### src/rtl/npc_pkg.sv
package npc_pkg;

  typedef logic [1:0] ctr_t;

  localparam ctr_t CTR_STRONG_NT = 2'b00;
  localparam ctr_t CTR_WEAK_NT   = 2'b01;
  localparam ctr_t CTR_STRONG_T  = 2'b11;

  // One saturating step of a 2-bit direction counter.
  function automatic ctr_t ctr_step(input ctr_t cur, input logic taken);
    ctr_t res;
    if (taken) begin
      res = (cur == CTR_STRONG_T) ? cur : cur + 2'b01;
    end else begin
      res = (cur == CTR_STRONG_NT) ? cur : cur - 2'b01;
    end
    return res;
  endfunction

endpackage

### src/rtl/npc_dir_table.sv
module npc_dir_table
  import npc_pkg::*;
#(
  parameter int IDX_W = 4
) (
  input  logic                    clk,
  input  logic                    rst_n,
  input  logic [IDX_W-1:0]        rd_idx,
  output ctr_t                    rd_ctr,
  input  logic                    wr_en,
  input  logic [IDX_W-1:0]        wr_idx,
  input  logic                    wr_taken,
  output logic [2*(1<<IDX_W)-1:0] ctr_flat
);

  localparam int ENTRIES = 1 << IDX_W;

  for (genvar i = 0; i < ENTRIES; i++) begin : g_ctr
    ctr_t ctr_q;
    ctr_t ctr_d;
    logic ctr_en;

    assign ctr_en = wr_en && (wr_idx == IDX_W'(i));

    always_comb begin
      ctr_d = ctr_step(ctr_q, wr_taken);
    end

    always_ff @(posedge clk or negedge rst_n) begin
      if (!rst_n) begin
        ctr_q <= CTR_WEAK_NT;
      end else if (ctr_en) begin
        ctr_q <= ctr_d;
      end
    end

    assign ctr_flat[2*i +: 2] = ctr_q;
  end

  assign rd_ctr = ctr_flat[{rd_idx, 1'b0} +: 2];

endmodule

### src/rtl/npc_tgt_cache.sv
module npc_tgt_cache #(
  parameter int ADDR_W = 32,
  parameter int IDX_W  = 4,
  parameter int TAG_W  = ADDR_W - IDX_W - 2
) (
  input  logic              clk,
  input  logic              rst_n,
  input  logic [IDX_W-1:0]  rd_idx,
  input  logic [TAG_W-1:0]  rd_tag,
  output logic              rd_hit,
  output logic [ADDR_W-1:0] rd_target,
  input  logic              wr_en,
  input  logic [IDX_W-1:0]  wr_idx,
  input  logic [TAG_W-1:0]  wr_tag,
  input  logic [ADDR_W-1:0] wr_target
);

  localparam int ENTRIES = 1 << IDX_W;

  logic              vld_arr [ENTRIES];
  logic [TAG_W-1:0]  tag_arr [ENTRIES];
  logic [ADDR_W-1:0] tgt_arr [ENTRIES];

  for (genvar i = 0; i < ENTRIES; i++) begin : g_slot
    logic              slot_en;
    logic              vld_q;
    logic              vld_d;
    logic [TAG_W-1:0]  tag_q;
    logic [ADDR_W-1:0] tgt_q;

    assign slot_en = wr_en && (wr_idx == IDX_W'(i));

    always_comb begin
      vld_d = vld_q | slot_en;
    end

    always_ff @(posedge clk or negedge rst_n) begin
      if (!rst_n) begin
        vld_q <= 1'b0;
      end else begin
        vld_q <= vld_d;
      end
    end

    // Payload needs no reset: it is qualified by the valid bit.
    always_ff @(posedge clk) begin
      if (slot_en) begin
        tag_q <= wr_tag;
        tgt_q <= wr_target;
      end
    end

    assign vld_arr[i] = vld_q;
    assign tag_arr[i] = tag_q;
    assign tgt_arr[i] = tgt_q;
  end

  assign rd_hit    = vld_arr[rd_idx] && (tag_arr[rd_idx] == rd_tag);
  assign rd_target = tgt_arr[rd_idx];

endmodule

### src/rtl/npc_select.sv
module npc_select #(
  parameter int ADDR_W = 32
) (
  input  logic [ADDR_W-1:0] cur_pc,
  input  logic              hit,
  input  logic              dir_taken,
  input  logic [ADDR_W-1:0] target,
  input  logic              redirect_valid,
  input  logic [ADDR_W-1:0] redirect_pc,
  output logic [ADDR_W-1:0] next_pc,
  output logic              pred_taken,
  output logic              flush
);

  localparam logic [ADDR_W-1:0] INSN_BYTES = ADDR_W'(4);

  logic [ADDR_W-1:0] seq_pc;
  logic              guess;

  assign seq_pc = cur_pc + INSN_BYTES;
  assign guess  = hit && dir_taken;

  always_comb begin
    next_pc    = seq_pc;
    pred_taken = 1'b0;
    flush      = 1'b0;
    if (redirect_valid) begin
      next_pc = redirect_pc;
      flush   = 1'b1;
    end else if (guess) begin
      next_pc    = target;
      pred_taken = 1'b1;
    end
  end

endmodule

### src/rtl/fetch_npc_predictor.sv
module fetch_npc_predictor
  import npc_pkg::*;
#(
  parameter int ADDR_W = 32,
  parameter int IDX_W  = 4
) (
  input  logic              clk,
  input  logic              rst_n,
  input  logic [ADDR_W-1:0] cur_pc,
  input  logic              redirect_valid,
  input  logic [ADDR_W-1:0] redirect_pc,
  input  logic              upd_valid,
  input  logic [ADDR_W-1:0] upd_pc,
  input  logic              upd_taken,
  input  logic [ADDR_W-1:0] upd_target,
  output logic [ADDR_W-1:0] next_pc,
  output logic              pred_taken,
  output logic              flush
);

  localparam int TAG_W = ADDR_W - IDX_W - 2;
  localparam int IDX_LO = 2;
  localparam int TAG_LO = IDX_LO + IDX_W;

  // Reset: asserted at once, released on a clock edge.
  logic [1:0] rst_sync_q;
  logic       rst_int_n;

  always_ff @(posedge clk or negedge rst_n) begin
    if (!rst_n) begin
      rst_sync_q <= 2'b00;
    end else begin
      rst_sync_q <= {rst_sync_q[0], 1'b1};
    end
  end

  assign rst_int_n = rst_sync_q[1];

  logic [IDX_W-1:0]        lk_idx;
  logic [TAG_W-1:0]        lk_tag;
  logic [IDX_W-1:0]        up_idx;
  logic [TAG_W-1:0]        up_tag;
  logic                    lk_hit;
  logic [ADDR_W-1:0]       lk_target;
  ctr_t                    lk_ctr;
  logic [2*(1<<IDX_W)-1:0] ctr_flat;
  logic                    cache_wr;
  logic                    unused_low_bits;

  assign lk_idx   = cur_pc[TAG_LO-1:IDX_LO];
  assign lk_tag   = cur_pc[ADDR_W-1:TAG_LO];
  assign up_idx   = upd_pc[TAG_LO-1:IDX_LO];
  assign up_tag   = upd_pc[ADDR_W-1:TAG_LO];
  assign cache_wr = upd_valid && upd_taken;
  assign unused_low_bits = ^upd_pc[IDX_LO-1:0];

  npc_tgt_cache #(
    .ADDR_W (ADDR_W),
    .IDX_W  (IDX_W),
    .TAG_W  (TAG_W)
  ) u_cache (
    .clk       (clk),
    .rst_n     (rst_int_n),
    .rd_idx    (lk_idx),
    .rd_tag    (lk_tag),
    .rd_hit    (lk_hit),
    .rd_target (lk_target),
    .wr_en     (cache_wr),
    .wr_idx    (up_idx),
    .wr_tag    (up_tag),
    .wr_target (upd_target)
  );

  npc_dir_table #(
    .IDX_W (IDX_W)
  ) u_dir (
    .clk      (clk),
    .rst_n    (rst_int_n),
    .rd_idx   (lk_idx),
    .rd_ctr   (lk_ctr),
    .wr_en    (upd_valid),
    .wr_idx   (up_idx),
    .wr_taken (upd_taken),
    .ctr_flat (ctr_flat)
  );

  npc_select #(
    .ADDR_W (ADDR_W)
  ) u_sel (
    .cur_pc         (cur_pc),
    .hit            (lk_hit),
    .dir_taken      (lk_ctr[1]),
    .target         (lk_target),
    .redirect_valid (redirect_valid),
    .redirect_pc    (redirect_pc),
    .next_pc        (next_pc),
    .pred_taken     (pred_taken),
    .flush          (flush)
  );

endmodule

### config.mk
export PLATFORM = sky130hd
export DESIGN_NAME = fetch_npc_predictor
export DESIGN_NICKNAME = d
export VERILOG_FILES = /design/src/rtl/npc_pkg.sv /design/src/rtl/npc_dir_table.sv /design/src/rtl/npc_tgt_cache.sv /design/src/rtl/npc_select.sv /design/src/rtl/fetch_npc_predictor.sv
export SDC_FILE = /design/constraint.sdc
export NUM_CORES = 1
export LEC_CHECK = 0
export BUFFER_PORTS_ARGS = -buffer_cell sky130_fd_sc_hd__buf_2
export CORE_MARGIN = 2
export CORE_UTILIZATION = 55
export DETAILED_ROUTE_END_ITERATION = 8
export MAX_ROUTING_LAYER = met4
export PLACE_DENSITY = 0.84
export SETUP_SLACK_MARGIN = 0.02
export SLEW_MARGIN = 5
export SYNTH_ARGS = -nofsm -noshare
export SYNTH_HDL_FRONTEND = slang
export SYNTH_SLANG_ARGS = --single-unit
export TNS_END_PERCENT = 5
### constraint.sdc
create_clock -name clk -period 7.7 [get_ports clk]
set_clock_uncertainty 0.1 [all_clocks]
set_input_delay 0.77 -clock clk [delete_from_list [all_inputs] [get_ports clk]]
set_output_delay 0.77 -clock clk [all_outputs]
set_load 0.05 [all_outputs]
==> reports/qor.yml <==
htreeDepth: 3
place.gp.congestion: 1.01
setup_viol: 0
synthTopCellsByCount: "edfxtp_1, mux4_2, nand2_1, nor2_1, clkbuf_1"
max_stage_delay_ns: 0.90
wl_met2_mm: 49.4
area_delta_synth_final_pct: 12.4
synth_area_leaders: "edfxtp_1, mux4_2, dfrtp_1, mux2i_1, dfstp_2"
hp-class: "flop to flop"
netlist_area_um2: 39700
num_rows: 98
outcome: "finished, final reports clean"
synth_fp_nets: 2158
grt_max_degree: 111
cts_hold_buf: 1
power.total_mw: 11.3
synth.most_common_cell: "edfxtp_1"
fin_crit_ns: 6.67
clk_latency_ns: 0.65
syn-instance-count: 2024
drt-total-wl_mm: 104
ys.flop_type: "edfxtp_1"
powerDensity_nw_per_um2: 253
slew_headroom: 0.147
setup_ws_ns: 1.03
end_kind: "output pin"
remaining_drc_errors: 0
cts_tree: "done"
grt_pass1_vias: 21673
ir_worst_vdd_mv: 0.222
path_cells: "buf_8 -> buf_4 -> mux4_2 -> xor2_1 -> o21ai_0 -> nand4_1 -> or4_1 -> buf_4 -> o311ai_0 -> o311a_1 -> buf_2"
fin_tns_setup_ns: 0
die_y_um: 273
drive_gt1_frac: 0.277
clock_sinks: 978
synth-edff-count: 928
yosys_warnings: 0
worstMarginPinSlew_ns: 1.26
yosys.cell_types.count: 70
wl_per_cell_um: 32.1
fin_nets: 2344
cts.root.buffer_cell: "clkbuf_16"
yosysTopAreaCellShare: 0.701
ios: 167
overflow: 0
viasPerCell: 6.79
max_freq_mhz: 150
yosysSeqAreaShare: 0.733
period_share: 0.866
synth_area_leader_cell: "edfxtp_1"
worstSetupStartpointType: "primary input"
rsz0062_at_grt: "no"
cts_resized: 0
portBuffers: 164
route.top_layer_used: "met4"
cts.path.max_buffers: 3
maxCapViolations: 0
routed-via-count: 22094
cpMostUsedCell: "buf_4"
p_leak_nw: 14.5
clk_pin_slew_ns: 0.06
hold_viol: 0
fp.dieW_um: 273
post-place-ws_ns: 1.14
drt-met1-wl_mm: 37.4
dr.pass1.iters: 5
cts_made_buffers: 92
core-area_um2: 71500
finalCoreUtilization: 0.625
worstPathMaxFanout: 66
post-cts-setup-buffers: 0
grtUsageTotal: 0.291
grt_pass1_wl_mm: 150
fin_cells: 3253
syn_avg_cell_area_um2: 19.6
synth-seq-cells: 978
dp_hpwl_mm: 59.7
crit_path_top_delay_cell: "or4_1"
synthArstFlopShare: 0.0511
wl_met3_mm: 15.1
place_inst: 3065
antenna_found_initial: 13
initial_core_util: 0.556
maxSlewViolCount: 0
critPathRequiredTime_ns: 6.83
path_class: "primary input to output pin"
cp.arrival_ns: 5.80
fp.dieArea_um2: 74400
drt_iter0_markers: 3459
ant_nets: 0
-- flip-flops by register name, indices dropped and copies added, names as in the netlist --
| signal | count |
|---|---|
| u_cache.g_slot.tgt_q | 512 |
| u_cache.g_slot.vld_q | 16 |
| rst_sync_q | 2 |
| u_cache.g_slot.tag_q | 416 |
| u_dir.g_ctr.ctr_q | 32 |
-- cells in the final DEF, fill, tap and decap left out, types with 33 or more instances in the layout --
cell type and count:
mux4_2 239, nand2b_1 43, o21ai_0 43, mux2i_1 59, buf_4 44, xnor2_1 41, buf_2 160, nand3_1 37
clkbuf_16 93, edfxtp_1 928, nand2_1 76, dfrtp_1 33, nor2_1 67
-- final timing paths --
| path | from | endpoint | depth (start not counted) | slack [ns] |
|---|---|---|---|---|
| worst max-delay path | cur_pc[2] | next_pc[6] | 11 | 1.03 |
| worst min-delay path | rst_sync_q[0]$_DFF_PN0_ | rst_sync_q[1]$_DFF_PN0_ | 0 | 0.26 |
| worst max register to register | u_dir.g_ctr[11].ctr_q[0]$_DFFE_PN1P_ | u_dir.g_ctr[11].ctr_q[1]$_DFFE_PN0P_ | 3 | 6.46 |
| worst min register to register | rst_sync_q[0]$_DFF_PN0_ | rst_sync_q[1]$_DFF_PN0_ | 0 | 0.26 |
| max in group asynchronous | rst_sync_q[1]$_DFF_PN0_ | u_cache.g_slot[14].vld_q$_DFF_PN0_ | 0 | 6.50 |
| min in group asynchronous | rst_n | rst_sync_q[0]$_DFF_PN0_ | 2 | 0.35 |
-- layout make-up --
type                       instances  area, µm²
tap                              950       1190
clock inverter                    52        604
timing repair buffer             210       1230
multi-input combinational        895       9880
fill                            4643      26800
inverter                          33        133
clock buffer                     117       2440
antenna                           18       45.0
sequential                       978      29100
-- metrics by stage --
stage / instance area [µm²] / hold WS [ns]
floorplan: 39700 / 0.231
global route: 44600 / 0.264
global placement: 41600 / 0.239
CTS: 44600 / 0.270
finish: 44700 / 0.261
detailed placement: 41600 / 0.245
-- critical path, delay by kind of cell --
family / cells / cell delay, ns
xor gates and xnor gates: 1 / 0.16
AOI/OAI and AO/OA: 3 / 1.61
buffers and inverters: 4 / 1.51
muxes: 1 / 0.57
and+or+nand+nor: 2 / 1.08
-- routing by layer --
layer	GRT usage	vias to the layer above
li1	-	8759
met1	0.391	11351
met2	0.436	1760
met3	0.0917	224
met4	0.0753	0
met5	-	-
-- report_power, final --
group | total, mW | internal, mW | switching [mW] | leakage, nW
combinational | 0.753 | 0.282 | 0.471 | 4.05
clock | 4.59 | 2.63 | 1.97 | 1.48
sequential | 5.95 | 5.91 | 0.0392 | 8.92
-- cell families (layout without fill, tap and decap cells) --
group,Yosys count,in the layout,synth area share
compound gates,220,220,0.0411
xor+xnor,50,50,0.0112
fa+ha+maj,1,1,0.000315
flops,978,978,0.733
mux,307,307,0.155
other cells,1,19,0.0000944
buf+inv,151,412,0.0189
simple gates,316,316,0.0399
No activity file was read; power rests on OpenSTA's default activity.
